==> src/rtl/tgt_pkg.sv <==
package tgt_pkg;
  localparam int LANE_W = 8;   // one CPU bit per lane bit
  localparam int LANES  = 4;   // interrupts per 32-bit word
  localparam int IDX_W  = 3;   // CPU index width
  localparam int CNT_W  = 4;   // online CPU count width

  // Lowest set bit of a byte mask; zero mask selects CPU 0.
  function automatic logic [IDX_W-1:0] lowest_cpu(input logic [LANE_W-1:0] m);
    logic [IDX_W-1:0] r;
    r = '0;
    for (int i = LANE_W - 1; i >= 0; i--) begin
      if (m[i]) r = IDX_W'(i);
    end
    return r;
  endfunction

  // One-hot target byte for a CPU index, empty if the CPU is offline.
  function automatic logic [LANE_W-1:0] cpu_mask(input logic [IDX_W-1:0] idx,
                                                 input logic [CNT_W-1:0] online);
    if ({1'b0, idx} < online) return LANE_W'(1) << idx;
    return '0;
  endfunction

  // Banked-range read value for a requester.
  function automatic logic [31:0] banked_word(input logic [IDX_W-1:0] req);
    logic [LANE_W-1:0] b;
    b = LANE_W'(1) << req;
    return {LANES{b}};
  endfunction
endpackage

==> src/rtl/tgt_lane_reduce.sv <==
module tgt_lane_reduce
  import tgt_pkg::*;
(
  input  logic [31:0]              wdata_i,
  input  logic [CNT_W-1:0]         online_i,
  output logic [LANES*IDX_W-1:0]   idx_o,
  output logic [LANES*LANE_W-1:0]  mask_o
);
  for (genvar l = 0; l < LANES; l++) begin : g_lane
    logic [IDX_W-1:0] sel;
    assign sel                       = lowest_cpu(wdata_i[l*LANE_W +: LANE_W]);
    assign idx_o[l*IDX_W +: IDX_W]   = sel;
    assign mask_o[l*LANE_W +: LANE_W] = cpu_mask(sel, online_i);
  end
endmodule

==> src/rtl/tgt_store.sv <==
module tgt_store
  import tgt_pkg::*;
#(
  parameter int NUM_SPI = 32,
  parameter int SW_W    = 3
) (
  input  logic                        clk,
  input  logic                        rst_n,
  input  logic                        we_i,
  input  logic [SW_W-1:0]             widx_i,
  input  logic [LANES*IDX_W-1:0]      new_idx_i,
  input  logic [LANES*LANE_W-1:0]     new_mask_i,
  output logic [NUM_SPI*IDX_W-1:0]    idx_q_o,
  output logic [NUM_SPI*LANE_W-1:0]   bits_q_o
);
  for (genvar s = 0; s < NUM_SPI; s++) begin : g_irq
    localparam int W = s / LANES;
    localparam int L = s % LANES;
    logic hit;
    assign hit = we_i && (widx_i == SW_W'(W));
    always_ff @(posedge clk or negedge rst_n) begin
      if (!rst_n) begin
        idx_q_o[s*IDX_W +: IDX_W]    <= '0;
        bits_q_o[s*LANE_W +: LANE_W] <= LANE_W'(1);
      end else if (hit) begin
        idx_q_o[s*IDX_W +: IDX_W]    <= new_idx_i[L*IDX_W +: IDX_W];
        bits_q_o[s*LANE_W +: LANE_W] <= new_mask_i[L*LANE_W +: LANE_W];
      end
    end
  end
endmodule

==> src/rtl/tgt_read_mux.sv <==
module tgt_read_mux
  import tgt_pkg::*;
#(
  parameter int NUM_SPI    = 32,
  parameter int PRIV_WORDS = 8,
  parameter int ADDR_W     = 6
) (
  input  logic [ADDR_W-1:0]          addr_i,
  input  logic [IDX_W-1:0]           req_i,
  input  logic [NUM_SPI*LANE_W-1:0]  bits_i,
  output logic [31:0]                word_o
);
  localparam int SH_WORDS = NUM_SPI / LANES;

  always_comb begin
    int sh;
    sh     = int'(addr_i) - PRIV_WORDS;
    word_o = '0;
    if (int'(addr_i) < PRIV_WORDS)             word_o = banked_word(req_i);
    else if (sh < SH_WORDS)                    word_o = bits_i[sh*32 +: 32];
  end
endmodule

==> src/rtl/tgt_mapper.sv <==
module tgt_mapper
  import tgt_pkg::*;
#(
  parameter int NUM_IRQ  = 64,
  parameter int PRIV_IRQ = 32,
  parameter int ADDR_W   = 6,
  localparam int NUM_SPI = NUM_IRQ - PRIV_IRQ
) (
  input  logic                       clk,
  input  logic                       rst_n,
  input  logic [ADDR_W-1:0]          addr_i,
  input  logic                       rd_i,
  input  logic                       wr_i,
  input  logic [31:0]                wdata_i,
  input  logic [2:0]                 req_cpu_i,
  input  logic [3:0]                 online_cpus_i,
  output logic [31:0]                rdata_o,
  output logic                       update_o,
  output logic [NUM_SPI*3-1:0]       tgt_idx_o,
  output logic [NUM_SPI*8-1:0]       tgt_bits_o
);
  localparam int PRIV_WORDS = PRIV_IRQ / LANES;
  localparam int SH_WORDS   = NUM_SPI / LANES;
  localparam int SW_W       = (SH_WORDS > 1) ? $clog2(SH_WORDS) : 1;

  // Named decode events, also observed by the checker.
  logic              is_priv, is_shared, wr_shared, wr_priv;
  logic [SW_W-1:0]   widx;
  logic [LANES*IDX_W-1:0]  new_idx;
  logic [LANES*LANE_W-1:0] new_mask;
  logic [31:0]       rd_word;

  assign is_priv   = int'(addr_i) < PRIV_WORDS;
  assign is_shared = !is_priv && (int'(addr_i) < PRIV_WORDS + SH_WORDS);
  assign wr_shared = wr_i && is_shared;
  assign wr_priv   = wr_i && is_priv;
  assign widx      = SW_W'(int'(addr_i) - PRIV_WORDS);

  tgt_lane_reduce u_reduce (
    .wdata_i  (wdata_i),
    .online_i (online_cpus_i),
    .idx_o    (new_idx),
    .mask_o   (new_mask)
  );

  tgt_store #(.NUM_SPI(NUM_SPI), .SW_W(SW_W)) u_store (
    .clk        (clk),
    .rst_n      (rst_n),
    .we_i       (wr_shared),
    .widx_i     (widx),
    .new_idx_i  (new_idx),
    .new_mask_i (new_mask),
    .idx_q_o    (tgt_idx_o),
    .bits_q_o   (tgt_bits_o)
  );

  tgt_read_mux #(.NUM_SPI(NUM_SPI), .PRIV_WORDS(PRIV_WORDS), .ADDR_W(ADDR_W)) u_rmux (
    .addr_i (addr_i),
    .req_i  (req_cpu_i),
    .bits_i (tgt_bits_o),
    .word_o (rd_word)
  );

  // Read data sampled from pre-write state; update strobe follows shared writes.
  always_ff @(posedge clk or negedge rst_n) begin
    if (!rst_n) begin
      rdata_o  <= '0;
      update_o <= 1'b0;
    end else begin
      rdata_o  <= rd_i ? rd_word : '0;
      update_o <= wr_shared;
    end
  end
endmodule

==> config.mk <==
export PLATFORM = sky130hd
export DESIGN_NAME = tgt_mapper
export DESIGN_NICKNAME = d
export VERILOG_FILES = /design/src/rtl/tgt_pkg.sv /design/src/rtl/tgt_lane_reduce.sv /design/src/rtl/tgt_store.sv /design/src/rtl/tgt_read_mux.sv /design/src/rtl/tgt_mapper.sv
export SDC_FILE = /design/constraint.sdc
export NUM_CORES = 1
export LEC_CHECK = 0
export BUFFER_PORTS_ARGS = -buffer_cell sky130_fd_sc_hd__buf_2
export CORE_AREA = 2 2 146 255
export DETAILED_ROUTE_END_ITERATION = 10
export DIE_AREA = 0 0 148 257
export MAX_ROUTING_LAYER = met4
export PLACE_DENSITY = 0.77
export SLEW_MARGIN = 20
export SYNTH_ARGS = -nofsm -noshare
export SYNTH_HDL_FRONTEND = slang
export SYNTH_SLANG_ARGS = --single-unit
==> constraint.sdc <==
create_clock -name clk -period 1.3 [get_ports clk]
set_clock_uncertainty 0.1 [all_clocks]
set_input_delay 0.13 -clock clk [delete_from_list [all_inputs] [get_ports clk]]
set_output_delay 0.13 -clock clk [all_outputs]
set_load 0.02 [all_outputs]
Yosys cells after proc, flatten, opt, wreduce, memory -nomap -nowiden
Cells that the tools add are included.
{"block": "op_classes", "add_sub_neg": 1, "multipliers": 0, "div_mod_pow": 0, "n_lt_le_gt_ge": 7, "n_eq_ne": 7, "shift": 6, "n_mux": 47, "bitwise": 0, "n_reduce_logical": 12}
{"cell": "256-bit by 32-bit indexed part select with 32-bit output", "count": 1}
{"cell": "3-bit two-way mux", "count": 32}
{"cell": "32-bit two-way mux", "count": 3}
{"cell": "8-bit two-way mux", "count": 8}
{"cell": "1-bit by 3-bit << shifter with 8-bit output, first input constant", "count": 5}
{"cell": "32-bit by 5-bit less-than comparator with 1-bit output, second input constant", "count": 1}
{"cell": "3-bit by 4-bit less-than comparator with 1-bit output", "count": 4}
{"cell": "3-bit equality test, second input constant", "count": 4}
{"cell": "1-bit logical AND", "count": 10}
{"cell": "6-bit by 4-bit subtractor with 7-bit output, second input constant", "count": 1}
{"cell": "3-bit by 2-bit equality test with 1-bit output, second input constant", "count": 2}
{"cell": "6-bit by 4-bit less-than comparator with 1-bit output, second input constant", "count": 1}
{"cell": "6-bit by 5-bit less-than comparator with 1-bit output, second input constant", "count": 1}
{"cell": "1-bit two-way mux", "count": 4}
{"cell": "3-bit by 1-bit equality test with 1-bit output, second input constant", "count": 1}
{"cell": "3-bit zero test", "count": 1}
{"cell": "1-bit zero test", "count": 1}
{"block": "totals", "register_bits": 385, "latchBits": 0, "ram_bits": 0, "rom_bits": 0, "inputBits": 49, "output_inout_bits": 385, "memories": 0}

Longest topological paths before layout
{"block": "depth", "ltp_word": 11, "depth_mapped": 12, "mapped_depth_nobuf": 9}

Modules after synthesis
Synthesis repeated with hierarchy kept, for this count alone.
{"block": "hier_totals", "cells_unflattened": 1216, "hier_area_um2": 17767.0}
{"mod": "tgt_store", "n_inst": 1, "cells_per_inst": 751, "area_per_inst_um2": 13190.2, "seq_area_each_um2": 8848.5}
{"mod": "tgt_read_mux", "n_inst": 1, "cells_per_inst": 244, "area_per_inst_um2": 2493.6, "seq_area_each_um2": 0.0}
{"mod": "tgt_mapper", "n_inst": 1, "cells_per_inst": 69, "area_per_inst_um2": 1091.0, "seq_area_each_um2": 825.8}
{"mod": "tgt_lane_reduce", "n_inst": 1, "cells_per_inst": 152, "area_per_inst_um2": 992.2, "seq_area_each_um2": 0.0}

Worst setup path before layout
Ideal clock, no wire load.
{"block": "synth_path", "path_kind": "input -> register", "start": "in wdata_i[8]", "end": "reg u_store.bits_q_o[107]", "setup_time_ns": 0.083, "arrival_time_ns": 2.741, "path_slack_ns": -1.624, "cell_stages": 11, "cell_sequence": "clkbuf_1 or4_1 or2_2 clkbuf_1 inv_1 ha_1 o21ai_0 a2bb2oi_1 or4b_2 clkbuf_1 o21ai_0"}
{"block": "synth_between", "elab_chain_len": 4, "word_cells_on_any_way": 6}
{"item": "start: declaration", "line": "tgt_mapper.sv:14", "source": "input logic [31:0] wdata_i,"}
{"item": "3-bit two-way mux *", "line": "tgt_pkg.sv:12", "source": "if (m[i]) r = IDX_W'(i);"}
{"item": "via new_idx[5]", "line": "tgt_mapper.sv:29", "source": "logic [LANES*IDX_W-1:0] new_idx;"}
{"item": "3-bit by 4-bit less-than comparator with 1-bit output or 1-bit by 3-bit << shifter with 8-bit output (tied branches)", "line": "tgt_pkg.sv:20", "source": "if ({1'b0, idx} < online) return LANE_W'(1) << idx;"}
{"item": "1-bit two-way mux or 8-bit two-way mux (tied branches)", "line": "tgt_pkg.sv:20"}
{"item": "8-bit two-way mux *", "line": "tgt_pkg.sv:21", "source": "return '0;"}
{"item": "end signal: indexed assignment", "line": "tgt_store.sv:27", "source": "bits_q_o[s*LANE_W +: LANE_W] <= new_mask_i[L*LANE_W +: LANE_W];"}
{"item": "end: declaration", "line": "tgt_store.sv:14", "source": "output logic [NUM_SPI*LANE_W-1:0] bits_q_o"}
Mark *: on every way through the listed nets, which the timed path passes. The rest lies on a longest branch. The select of a mux whose other input is x is not followed.
A chain may end at the register's enable or synchronous reset.

Final worst setup path
{"block": "layout_path", "start": "in wdata_i[2]", "end": "reg u_store.bits_q_o[194]"}
{"block": "layout_between", "elab_chain_len": 6, "word_cells_on_any_way": 8}
{"item": "3-bit two-way mux * (3 in a row)", "line": "tgt_pkg.sv:12"}
{"item": "via new_idx[1]", "line": "tgt_mapper.sv:29"}
{"item": "3-bit by 4-bit less-than comparator with 1-bit output or 1-bit by 3-bit << shifter with 8-bit output (tied branches)", "line": "tgt_pkg.sv:20"}
{"item": "1-bit two-way mux or 8-bit two-way mux (tied branches)", "line": "tgt_pkg.sv:20"}
{"item": "8-bit two-way mux *", "line": "tgt_pkg.sv:21"}
Marked as above.

==> summary.txt <==
Outcome
  • Run status: finished with violations
  • Failing checks: setup timing

Power
  • Peak VDD IR: 1.36 mV
  • Pwr Total: roughly 32 mW
  • PwrDens: 1070 nW/µm²
  • Leak Pwr: 14.8 nW

GRT
  • M1 GR Usage: 47.1%
  • Gr busiest metal: met2
  • Met2 usage: 66.2%
  • Number of global-route vias before repair: between 15,000 and 20,000
  • Global-route wire length before repair: about 120,000 µm
  • Total Routing Usage GR: between 40% and 50%
  • Met3 global-route usage: 9.86%
  • GRT Residual Overflow: 0
  • Initial antenna violation count: 2
  • Largest net degree at the start of global routing: 65

Logic synthesis
  • Post-synth EDFFs: 0
  • Post-synth ARST share: 100%
  • Distinct cells, synth: 67
  • Avg Cell Area, Syn: 11.5 µm²
  • Post-synthesis compound-gate area fraction: 13.0%
  • Synth Area in Simple Gates: 10.9%
  • Syn Nets: 1,540
  • Seq/Total Area, Yosys: 56.6%
  • Cell area after synthesis: 17,100 µm²
  • Mapped Cells: 1,481
  • Post-synthesis adder-cell area fraction: less than 1%
  • Primary FF master, synth: dfrtp_1
  • XOR/XNOR Fraction of Synth Area: 0%
  • Multiplexer share of the synthesized area: 15.6%
  • Largest family of logic cells by synthesized area: multiplexers
  • Flops & latches, synth: 385
  • Synth warn: 0

Floorplanning
  • IO Pins: between 400 and 500
  • DIE WIDTH: 148 µm
  • Initial core utilization: a little under half
  • Die ar.: 38,000 µm²
  • Core ar.: 35,900 µm²
  • Cell row count: 92
  • Chip height: 257 µm

Clocking
  • CTS root buf: clkbuf_16
  • Worst-Skew Late Latency: 0.55 ns
  • # clock sinks: 385
  • Htree depth: 2
  • Cts bufs inserted: 36
  • Clk slew on worst S/H paths: 0.08 ns
  • Clock buffer depth: 3
  • CTS tree: yes

Timing
  • Crit path setup slack, layout: -0.819 ns
  • Worst Max-Slew Pin Slew: around 0.99 ns
  • Setup violators final: 763
  • Max-slew headroom: ~34%
  • Hold Violations, Final: 0
  • Final min period: about 2.1 ns
  • RSZ-0062 raised after global routing: yes
  • Count of final max-slew check failures: 0
  • Period utilisation layout: 163%
  • Tightest hold margin: slightly below 0.005 ns
  • Fmax achieved: 472 MHz

Cells and area
  • Area of the multi-input gates: roughly 9600 µm²
  • Fill count: approximately 1,600
  • Commonest non-fill, non-tap cell in the layout: buf_4
  • Layout cell share with drive strength beyond 1: 72.1%
  • Commonest non-fill, non-tap cells in the layout: buf_4 (444), buf_2 (417), dfrtp_1 (223), nand2_1 (189), dfrtp_2 (130)
  • Area growth from synthesis to layout: 76.9%
  • Nets: 2,527
  • Register area: 9840 µm²

Worst setup path
  • Crit path DAT: ~2.4 ns
  • Worst Reg2Reg Path Length in Cells: 4
  • FF-to-FF End: rdata_o[18]
  • CP max-delay cell: o31ai_4
  • Most common cell on crit path: buf_4
  • Setup crit end kind: flop
  • R2R Setup Slk: -0.50 ns
  • Crit-path cells: buf_2, buf_4, nor2_4, o31ai_2, buf_4, nand2_1, inv_1, ha_1, o21a_1, o21ai_2, buf_4, buf_6, a31oi_4, buf_6, o31ai_4
  • Critical Path RT: 1.61 ns
  • Crit path launch type: input port
  • Worst stage delay on the critical path: 0.33 ns
  • FF-to-FF Start: u_store.bits_q_o[242]
  • WS Path Type: input port to flop
  • Crit path max fanout: 6

Place
  • Final HPWL from detailed placement: about 48,000 µm
  • RD Place Congestion: 0.947
  • Port Buffers: between 400 and 500

Route
  • Post-route DRC: 0
  • Post-DRT Antenna Nets: 0
  • Initial DRC count: approximately 2,500
  • Vias: between 15,000 and 20,000
  • Pre-antenna DRT Iters: 6
  • Total Routed Length: between 90,000 and 100,000 µm
  • WL per Instance: between 30 and 40 µm
  • Via density: 6.67

Job
  • Maxcap violations: 0

Hold path
  • Hold Path Sink: u_store.bits_q_o[235]
  • Hold Path Class: input port to flop
  • Min-delay src: wdata_i[9]
  • Hold depth: 4
[how the worst max path moves through the flow]
stage / from / slack (ns) / depth (start not counted) / endpoint
5_1_grt: wdata_i[6] / -0.84 / 10 / u_store.bits_q_o[6]
3_3_place_gp: wdata_i[30] / -1.20 / 10 / u_store.bits_q_o[152]
6_report: wdata_i[2] / -0.82 / 15 / u_store.bits_q_o[194]
4_1_cts: wdata_i[1] / -0.58 / 9 / u_store.bits_q_o[67]
2_1_floorplan: wdata_i[8] / -1.17 / 11 / u_store.bits_q_o[11]
3_5_place_dp: wdata_i[30] / -1.30 / 10 / u_store.bits_q_o[152]
[layer usage]
metal	share of wire, %	wire, µm	vias up
li1	-	-	7351
met4	12	11400	0
met2	45	44100	1985
met5	0	0	-
met1	31	30000	9604
met3	12	12000	839
[flip-flops by register name (all words and copies together), names as in the netlist]
name,flops
rdata_o,32
u_store.idx_q_o,96
u_store.bits_q_o,256
update_o,1
[cell usage after synthesis, types with 2 or more instances]
cell       number  area [µm²]
nor2b_1        11        68.8
buf_6           3        33.8
o21ai_0       227        1140
clkbuf_1       73         274
dfstp_2        32         841
ha_1           10         125
a21o_1          8        60.1
nor3_1          6        30.0
nand4_1         6        37.5
nor4b_1         2        17.5
a211oi_1        2        15.0
and3_1          5        31.3
o41ai_2         2        32.5
or4b_2          3        30.0
mux2_1          2        22.5
nand4b_1        3        26.3
nor4_1          4        25.0
or2_2           5        31.3
mux2_2         78         878
mux4_2         64        1440
o31a_1          2        17.5
o311a_1         2        20.0
or3_1           4        25.0
o211ai_1        2        15.0
inv_1          20        75.1
o21bai_1        3        22.5
nand2b_1       14        87.6
inv_2           2        7.51
o21ai_1         5        25.0
o311ai_0        2        17.5
nor2_1         25        93.8
o31ai_1        70         526
buf_2          24         120
mux2i_1        32         320
a21boi_0        3        22.5
a2111oi_2       2        30.0
buf_1           6        22.5
a21oi_1         6        30.0
a31oi_1         5        31.3
o41ai_1        10        87.6
nand3b_1        3        22.5
nand3_1        18        90.1
nand2_1       297        1110
dfrtp_1       353        8830
or4_1           3        22.5
[area by class of cell]
| cell class | count | area share (%) |
|---|---|---|
| antenna | 3 | 0.0249 |
| clock buffer | 45 | 3.36 |
| clock inverter | 19 | 0.671 |
| inverter | 23 | 0.443 |
| multi-input combinational | 970 | 31.8 |
| sequential | 385 | 32.6 |
| tap | 470 | 1.95 |
| timing repair buffer | 1052 | 29.2 |
[report_power, final]
| group | total, mW | leakage [nW] | switching [mW] | internal, mW |
|---|---|---|---|---|
| Sequential | 13.5 | 4.99 | 0.608 | 12.9 |
| Clock | 11.4 | 0.607 | 5.00 | 6.36 |
| Combinational | 7.40 | 9.21 | 4.30 | 3.10 |
[cell families (layout without fill, tap and decap cells)]
group                      Yosys count  count (layout)
other                                0               3
DFF                                385             385
muxes                              176             176
and+or+nand+nor                    418             421
AOI/OAI and AO/OA                  363             363
adders and majority gates           10              10
buffers and inverters              129            1139
[metrics by stage]
step	std cells	instance area (µm²)	util [%]	setup WS [ns]	setup TNS, ns
finish	2967	30200	84.1	-0.819	-273.82
global route	2966	30200	84.1	-0.840	-284.98
floorplan	1481	18600	-	-1.17	-287.68
global placement	2757	24400	67.9	-1.20	-367.71
detailed placement	2757	24400	67.9	-1.30	-380.20
CTS	2921	28300	78.8	-0.581	-220.63
[worst max-delay path, delay by kind of cell]
kind            cells  cell delay, ns
simple gates        2            0.23
compound gates      5            0.85
fa+ha+maj           1            0.30
buf+inv             7            0.89
[repair_timing]
| action | in CTS | in global routing |
|---|---|---|
| hold endpoints to repair | 398 | 0 |
| gates cloned | 33 | 18 |
| hold buffers | 6 | 0 |
| pin swaps | 92 | 122 |
| buffers inserted | 63 | 40 |
| resized for setup | 303 | 352 |
| setup endpoints to repair | 741 | 762 |
(Power assumes the default switching activity.)
